[config.mk]
export PLATFORM = sky130hd
export DESIGN_NAME = dbuf_dma_chan
export DESIGN_NICKNAME = d
export VERILOG_FILES = /design/src/rtl/dbuf_dma_chan.sv
export SDC_FILE = /design/constraint.sdc
export NUM_CORES = 1
export LEC_CHECK = 0
export BUFFER_PORTS_ARGS = -buffer_cell sky130_fd_sc_hd__buf_2
export CAP_MARGIN = 20
export CELL_PAD_IN_SITES_DETAIL_PLACEMENT = 0
export CELL_PAD_IN_SITES_GLOBAL_PLACEMENT = 1
export CORE_ASPECT_RATIO = 2
export CORE_UTILIZATION = 27
export CTS_BUF_LIST = sky130_fd_sc_hd__clkbuf_8
export DETAILED_ROUTE_END_ITERATION = 8
export HOLD_SLACK_MARGIN = 0.08
export PLACE_DENSITY_LB_ADDON = 0.08
export SYNTH_ARGS = -nofsm -noshare
export SYNTH_HDL_FRONTEND = slang
export SYNTH_SLANG_ARGS = --single-unit
[constraint.sdc]
create_clock -name clk -period 9.6 [get_ports clk]
set_clock_uncertainty 0.1 [all_clocks]
set_input_delay 0 -clock clk [delete_from_list [all_inputs] [get_ports clk]]
set_output_delay 0 -clock clk [all_outputs]
set_load 0.01 [all_outputs]
[src/rtl/dbuf_dma_chan.sv]
module dbuf_dma_chan #(
  parameter int AW  = 32,
  parameter int HW  = 4,
  parameter int CW  = 16,
  parameter int DW  = 32,
  parameter int RAW = 5
) (
  input  logic              clk,
  input  logic              rst_n,
  input  logic              reg_wr,
  input  logic [RAW-1:0]    reg_addr,
  input  logic [31:0]       reg_wdata,
  output logic [31:0]       reg_rdata,
  output logic              mem_req,
  output logic              mem_we,
  output logic [HW+AW-1:0]  mem_addr,
  output logic [1:0]        mem_size,
  output logic [DW-1:0]     mem_wdata,
  input  logic [DW-1:0]     mem_rdata,
  input  logic              mem_ack,
  input  logic              per_req,
  output logic              per_ack,
  output logic [31:0]       per_addr,
  input  logic [DW-1:0]     per_rdata,
  output logic [DW-1:0]     per_wdata,
  output logic              irq
);
  localparam logic [RAW-1:0] OFS_SET = RAW'(5'h00);
  localparam logic [RAW-1:0] OFS_CLR = RAW'(5'h04);
  localparam logic [RAW-1:0] OFS_PER = RAW'(5'h08);
  localparam logic [RAW-1:0] OFS_S0  = RAW'(5'h0C);
  localparam logic [RAW-1:0] OFS_C0  = RAW'(5'h10);
  localparam logic [RAW-1:0] OFS_S1  = RAW'(5'h14);
  localparam logic [RAW-1:0] OFS_C1  = RAW'(5'h18);
  localparam logic [19:0] SET_MASK = 20'hFBFA5;
  localparam logic [19:0] CLR_MASK = 20'hFBFAF;

  typedef enum logic [1:0] {IDLE, XFER, DONE} st_t;

  st_t             st_q;
  logic [19:0]     mode_q, mode_d;
  logic [AW-1:0]   start_q [2];
  logic [CW-1:0]   cnt_q   [2];
  logic [HW-1:0]   hi_q    [2];
  logic [31:0]     per_q;
  logic [DW-1:0]   data_q;
  logic [AW-1:0]   step;

  wire       ab     = mode_q[4];
  wire       go     = mode_q[5];
  wire       dr     = mode_q[12];
  wire [1:0] w      = mode_q[10:9];
  wire       be_act = ab ? mode_q[2] : mode_q[0];
  wire [CW-1:0] cnt_act = cnt_q[ab];
  wire       wr_set = reg_wr && (reg_addr == OFS_SET);
  wire       wr_clr = reg_wr && (reg_addr == OFS_CLR);
  wire       launch = (st_q == IDLE) && go && be_act && (cnt_act != '0) && per_req;
  wire       finish = ((st_q == DONE) && (cnt_act == CW'(1))) ||
                      ((st_q == IDLE) && go && be_act && (cnt_act == '0));

  assign step = (w == 2'd0) ? AW'(1) : (w == 2'd1) ? AW'(2) : AW'(4);

  always_comb begin
    mode_d = mode_q;
    if (wr_set) mode_d = mode_d | (reg_wdata[19:0] & SET_MASK);
    if (wr_clr) mode_d = mode_d & ~(reg_wdata[19:0] & CLR_MASK);
    if (finish) begin
      mode_d[{ab, 1'b0}] = 1'b0;
      mode_d[{ab, 1'b1}] = 1'b1;
      mode_d[4]          = ~ab;
    end
    if (wr_set && reg_wdata[5])        mode_d[6] = 1'b0;
    else if (!go && st_q == IDLE)      mode_d[6] = 1'b1;
  end

  always_ff @(posedge clk or negedge rst_n) begin
    if (!rst_n) begin
      st_q    <= IDLE;
      mode_q  <= 20'h00040;
      per_q   <= '0;
      data_q  <= '0;
      for (int i = 0; i < 2; i++) begin
        start_q[i] <= '0;
        cnt_q[i]   <= '0;
        hi_q[i]    <= '0;
      end
    end else begin
      mode_q <= mode_d;
      if (reg_wr) begin
        case (reg_addr)
          OFS_PER: per_q <= reg_wdata;
          OFS_S0:  start_q[0] <= reg_wdata[AW-1:0];
          OFS_S1:  start_q[1] <= reg_wdata[AW-1:0];
          OFS_C0:  begin cnt_q[0] <= reg_wdata[CW-1:0]; hi_q[0] <= reg_wdata[CW+:HW]; end
          OFS_C1:  begin cnt_q[1] <= reg_wdata[CW-1:0]; hi_q[1] <= reg_wdata[CW+:HW]; end
          default: ;
        endcase
      end
      case (st_q)
        IDLE: if (launch) begin
          st_q   <= XFER;
          data_q <= per_rdata;
        end
        XFER: if (mem_ack) begin
          st_q <= DONE;
          if (dr) data_q <= mem_rdata;
        end
        DONE: begin
          st_q        <= IDLE;
          cnt_q[ab]   <= cnt_act - CW'(1);
          start_q[ab] <= start_q[ab] + step;
        end
        default: st_q <= IDLE;
      endcase
    end
  end

  always_comb begin
    case (reg_addr)
      OFS_SET: reg_rdata = {12'b0, mode_q};
      OFS_PER: reg_rdata = per_q;
      OFS_S0:  reg_rdata = 32'(start_q[0]);
      OFS_S1:  reg_rdata = 32'(start_q[1]);
      OFS_C0:  reg_rdata = 32'({hi_q[0], cnt_q[0]});
      OFS_C1:  reg_rdata = 32'({hi_q[1], cnt_q[1]});
      default: reg_rdata = '0;
    endcase
  end

  assign mem_req   = (st_q == XFER);
  assign mem_we    = ~dr;
  assign mem_addr  = {hi_q[ab], start_q[ab]};
  assign mem_size  = w;
  assign mem_wdata = data_q;
  assign per_wdata = data_q;
  assign per_ack   = (st_q == DONE);
  assign per_addr  = per_q;
  assign irq       = mode_q[7] & (mode_q[1] | mode_q[3]);
endmodule

# Yosys cells after proc, flatten, opt, wreduce, memory -nomap -nowiden
# Cells that the tools add are included.
# totals
register_bits	190
in_bits	106
output_inout_bits	170
elab_cells	111
# op_classes
n_addsub	2
n_lt_le_gt_ge	6
eq_ne	13
mux	43
bitwise	11
reduce_logical	26
# ops
operator	count
two-way mux 32 bit	11
one-hot mux 32 bit (6 select lines)	1
two-way mux 64 bit	2
two-way mux 16 bit	6
bitwise mux 64 bit	1
one-hot mux 32 bit (2 select lines)	1
two-way mux 20 bit	3
AND 20 bit	2
adder 32 x 3 -> 32 bit	1
bitwise mux 32 bit	1
demux 32 bit (select 1 bit)	1
inverter 20 bit	1
inverter 3 -> 20 bit	1
bitwise OR 20 bit	1
bitwise OR 20 x 4 -> 20 bit	1
demux 16 bit (select 1 bit)	1
== test 16 x 1 -> 1 bit, second input constant	1
logical NOT 16 bit	1
nonzero test 16 bit	1
subtractor 16 x 1 -> 16 bit, second input constant	1
== test 5 bit, second input constant	3
logical AND 1 bit	13
less-than comparator 2 x 6 -> 1 bit, second input constant	2
two-way mux 4 bit	3
other kinds (25)	41

# Logic depth before layout (Yosys ltp)
# depth
word_depth	10
mapped_depth	16
depth_no_buf	8

# Worst setup path before layout
# Ideal clock, no wire load.
# synth_path
path_type	register to register
from	reg mode_q[4]
to	reg start_q[25] in the netlist's numbering
t_arrival_ps	3929
required_time_ps	9405
path_slack_ps	5476
stages_incl_launch_ff	17
path_buffers	9
path_cell_list	dfrtp_1 > buf_6 > buf_4 > buf_4 > buf_2 > buf_2 > buf_2 > buf_2 > buf_2 > mux2_2 > ha_1 > nand3_1 > a221oi_1 > and4_1 > buf_2 > a31oi_1 > o31ai_1
# synth_via
elab_chain_len	7
# synth_lines
element	line_no	text
from (decl)	41	logic [19:0] mode_q, mode_d;
from (signal assigned)	88	mode_q <= mode_d;
inverter 1 -> 2 bit	-	
two-way mux 32 bit (3 in a row)	-	
net mem_addr[1]	16	output logic [HW+AW-1:0] mem_addr,
adder 32 x 3 -> 32 bit	111	start_q[ab] <= start_q[ab] + step;
bitwise mux 64 bit	111	
two-way mux 64 bit	99	case (st_q)
to (signal, indexed assignment)	111	
to (decl)	42	logic [AW-1:0] start_q [2];
# The timed path passes the listed nets, and every way through them passes these cells. The select of a mux whose other input is x is not followed.
# A chain may end at the register's enable or synchronous reset.

# Worst setup path after layout
# layout_path
from	reg mode_q[4]
to	reg start_q[52] in the netlist's numbering
# layout_via
elab_chain_len	7
# layout_lines
element	line_no
inverter 1 -> 2 bit (implied by the code) (*)	111
two-way mux 32 bit (implied by the code), or another cell as far along	111
two-way mux 32 bit (implied by the code) / logical AND 1 bit (equally long branches)	111
two-way mux 32 bit (implied by the code)	111
adder 32 x 3 -> 32 bit / demux 32 bit (select 1 bit) (equally long branches)	111
bitwise mux 64 bit (*)	111
two-way mux 64 bit (*)	99
# Mark *: on every way between the ends. The rest lies on a longest branch, timed or not. The select of a mux whose other input is x is not followed.

==> out/qor.yml <==
crit_type: "flop to flop"
avgSynthCellArea_sq_um: 10.1
worstSetupStartpointType: "flop"
root_buffer: "clkbuf_8"
fp.dieH_um: 296
hold_viol: 0
synth_seq_cells: 189
yosys.area_share.simple_pct: 13.2
syn_to_final_growth_pct: 26.9
hold_slack_ns: 0.168
slew_violations: 0
grt_pass1_vias: 11261
ios: 276
path_max_fanout: 68
synth_ff_type: "dfrtp_1"
status: "completed"
clock_path_buffers: 2
die-area_sq_um: 44100
nFillCells: 4447
grt_use_total_pct: 22.9
gr-total-overflow: 0
peakVddDrop_v: 0.000117
max_freq_mhz: 258
route.detailed.drc: 0
path_cells: "buf_4, nand4_1, a21oi_2, nand4_1, or4_1, nand3_1"
cts_buffers: 17
drt_iter0_markers: 561
max-cap-violations: 0
synth_compound_area_share_pct: 17.4
synth_top_family_by_area: "multiplexers"
dr.pass1.iters: 6
setup_ws_ns: 5.72
crit_top_cell: "nand4_1"
die_x_um: 149
powerDensity_nw_per_um2: 222
synth.net_count: 1274
syn-cell-area_sq_um: 11700
p_leak_nw: 6.51
critPathArrivalTime_ns: 4.24
rows: 107
relSlewSlack_pct: 35.7
syn_inst: 1161
regArea_sq_um: 4730
fin_crit_sh_pct: 40.4
ys_seq_area_share_pct: 40.5
detailed_place_hpwl_mm: 35.3
drive_above_1_share_pct: 34.7
required_ns: 9.96
synth_xor_xnor_area_share_pct: 1.65
io_buffers: 275
tns_ns: 0
avgViaCountPerCell: 5.32
initial_core_util_pct: 27.4
routed-via-count: 10766
tightest_slew_ns: 0.938
ant_nets: 0
yosys.area_share.adder_pct: 0.815
grt_max_degree: 69
wire_per_inst_um: 24.6
gp_congestion: 0.795
clk_pin_slew_worst_paths_ns: 0.12
cts_tree: "yes"
grt_pass1_wl_mm: 73.0
clock_latency_ns: 0.51
async_flop_share_pct: 100
path_buf_inv: 1
multiInputGateArea_sq_um: 6280
yosysUniqueCellTypes: 74
synth_warnings: 0
post-place-ws_ns: 5.69
setup.worst_path.end_class: "flop"
nNetsFinal: 1578
ctsHtreeMaxLevel: 4
drt_wl_total_mm: 49.7
core_sq_um: 42600
synth-edff-count: 0
clkSinkCount: 189
cpPeakStageDelay_ns: 0.77
rsz0062_at_grt: "no"
hp-class: "primary input to flop"
critical-path-top-delay-family: "simple AND/OR/NAND/NOR gates"
min_period_ns: 3.88
synth.area.mux_share_pct: 20.4
finalSetupViolCount: 0
antenna_found_initial: 1
cp_slowest_cell: "nand4_1"
==> cell usage in the layout, fill, tap and decap left out, types with 30 or more instances in the layout <==
cell,instances
nor3_1,33
dfrtp_1,187
mux2_2,132
a22oi_1,60
buf_2,274
mux2i_1,44
nand3_1,38
dlygate4sd3_1,101
a21oi_1,62
o21ai_0,57
nand2_1,99
mux2_4,30
==> worst register-to-register path: stages (launching register included) <==
cell and delay (ns):
dfrtp_4 0.66, buf_4 0.73, nand4_1 0.33, a21oi_2 0.40, nand4_1 0.77, or4_1 0.76, nand3_1 0.09
==> kinds of logic (layout without fill, tap and decap cells) <==
| family | count (synthesis) | count (layout) |
|---|---|---|
| AO/OA/AOI/OAI | 296 | 296 |
| multiplexers | 206 | 206 |
| flip-flops | 189 | 189 |
| adder cells (fa/ha/maj) | 7 | 7 |
| other | 0 | 1 |
| AND/OR/NAND/NOR | 299 | 299 |
| buffers and inverters | 142 | 459 |
| XOR/XNOR | 22 | 22 |
==> Yosys cell counts (4+ instances only) <==
cell type | number | share of area (%)
nand2_1 | 101 | 3.2
a222oi_1 | 15 | 1.3
nor3_1 | 34 | 1.5
nand4b_1 | 7 | 0.53
o21ai_0 | 57 | 2.4
mux2_4 | 30 | 3.9
mux2i_1 | 44 | 3.8
nor2b_1 | 6 | 0.32
a221o_1 | 4 | 0.34
buf_4 | 36 | 2.3
and3_1 | 16 | 0.86
xor2_1 | 12 | 0.90
a311oi_1 | 4 | 0.30
buf_2 | 9 | 0.39
buf_1 | 11 | 0.35
inv_1 | 27 | 0.87
a211oi_1 | 16 | 1.0
a22oi_1 | 60 | 3.9
xnor2_1 | 10 | 0.75
or4_1 | 4 | 0.26
or3_1 | 4 | 0.21
mux2_2 | 132 | 13
dfrtp_1 | 188 | 40
ha_1 | 6 | 0.64
o21a_1 | 5 | 0.32
clkbuf_1 | 55 | 1.8
and4_1 | 5 | 0.38
o31ai_1 | 14 | 0.90
nor4_1 | 9 | 0.48
o22ai_1 | 15 | 0.80
a21oi_1 | 62 | 2.7
a211o_1 | 5 | 0.38
nand4_1 | 12 | 0.64
and2_1 | 8 | 0.43
buf_6 | 4 | 0.39
nor2_1 | 29 | 0.93
nand3_1 | 38 | 1.6
nor3b_1 | 6 | 0.39
==> worst paths after layout <==
check / from / end / slack, ns / depth (start not counted)
max in group asynchronous: rst_n / mode_q[4] / 7.75 / 4
worst min-delay path: reg_addr[0] / flop / 0.17 / 5
worst max-delay path: mode_q[4] / start_q[52] / 5.72 / 6
worst max register to register: mode_q[4] / start_q[52] / 5.72 / 6
worst min register to register: mode_q[6] / mode_q[6] / 0.43 / 2
min in group asynchronous: rst_n / async pin / 0.47 / 3
==> sequential cells by signal, summed over array words and instances (netlist names), named ones only <==
name,flops
st_q,2
per_addr,32
start_q,64
hi_q,8
mem_wdata,32
mode_q,6
cnt_q,32
==> through the flow <==
stage	utilization (%)	total power, W	std cells	instance area, sq um
6_report	34.8	0.00329	2024	14800
3_3_place_gp	31.3	0.00269	1888	13300
2_1_floorplan	-	0.00216	1161	11700
3_5_place_dp	31.4	0.00269	1889	13400
5_1_grt	34.8	0.00350	2024	14800
4_1_cts	34.8	0.00333	2023	14800
==> final cells by class <==
class | count | share of cell area (%)
Antenna cell | 1 | 0.0169
Clock buffer | 19 | 1.77
Clock inverter | 13 | 0.938
Inverter | 27 | 0.684
Multi-Input combinational cell | 830 | 42.4
Sequential cell | 189 | 32.0
Tap cell | 545 | 4.60
Timing Repair Buffer | 400 | 17.7
==> routing by layer <==
layer / share of wire (%) / up-vias / GRT usage [%]
met5: 0 / - / 0
met4: 4.8 / 0 / 12.3
met3: 3.3 / 86 / 2.82
met2: 56 / 377 / 44.6
met1: 35 / 5373 / 22.9
li1: - / 4930 / -
==> power by group <==
part | internal, W | leakage, nW | switching, W
Sequential | 0.00105 | 2.26 | 0.000335
Combinational | 0.000633 | 4.04 | 0.000693
Clock | 0.000248 | 0.208 | 0.000333
Total | 0.00193 | 6.51 | 0.00136
==> what timing repair did <==
| item | CTS | global route |
|---|---|---|
| resized for setup | 0 | 0 |
| setup buffers | 0 | 0 |
| endpoints found under the setup margin | 0 | 0 |
| hold endpoints to repair | 279 | 0 |
| hold buffers | 102 | 0 |
No activity file was read; power rests on OpenSTA's default activity.
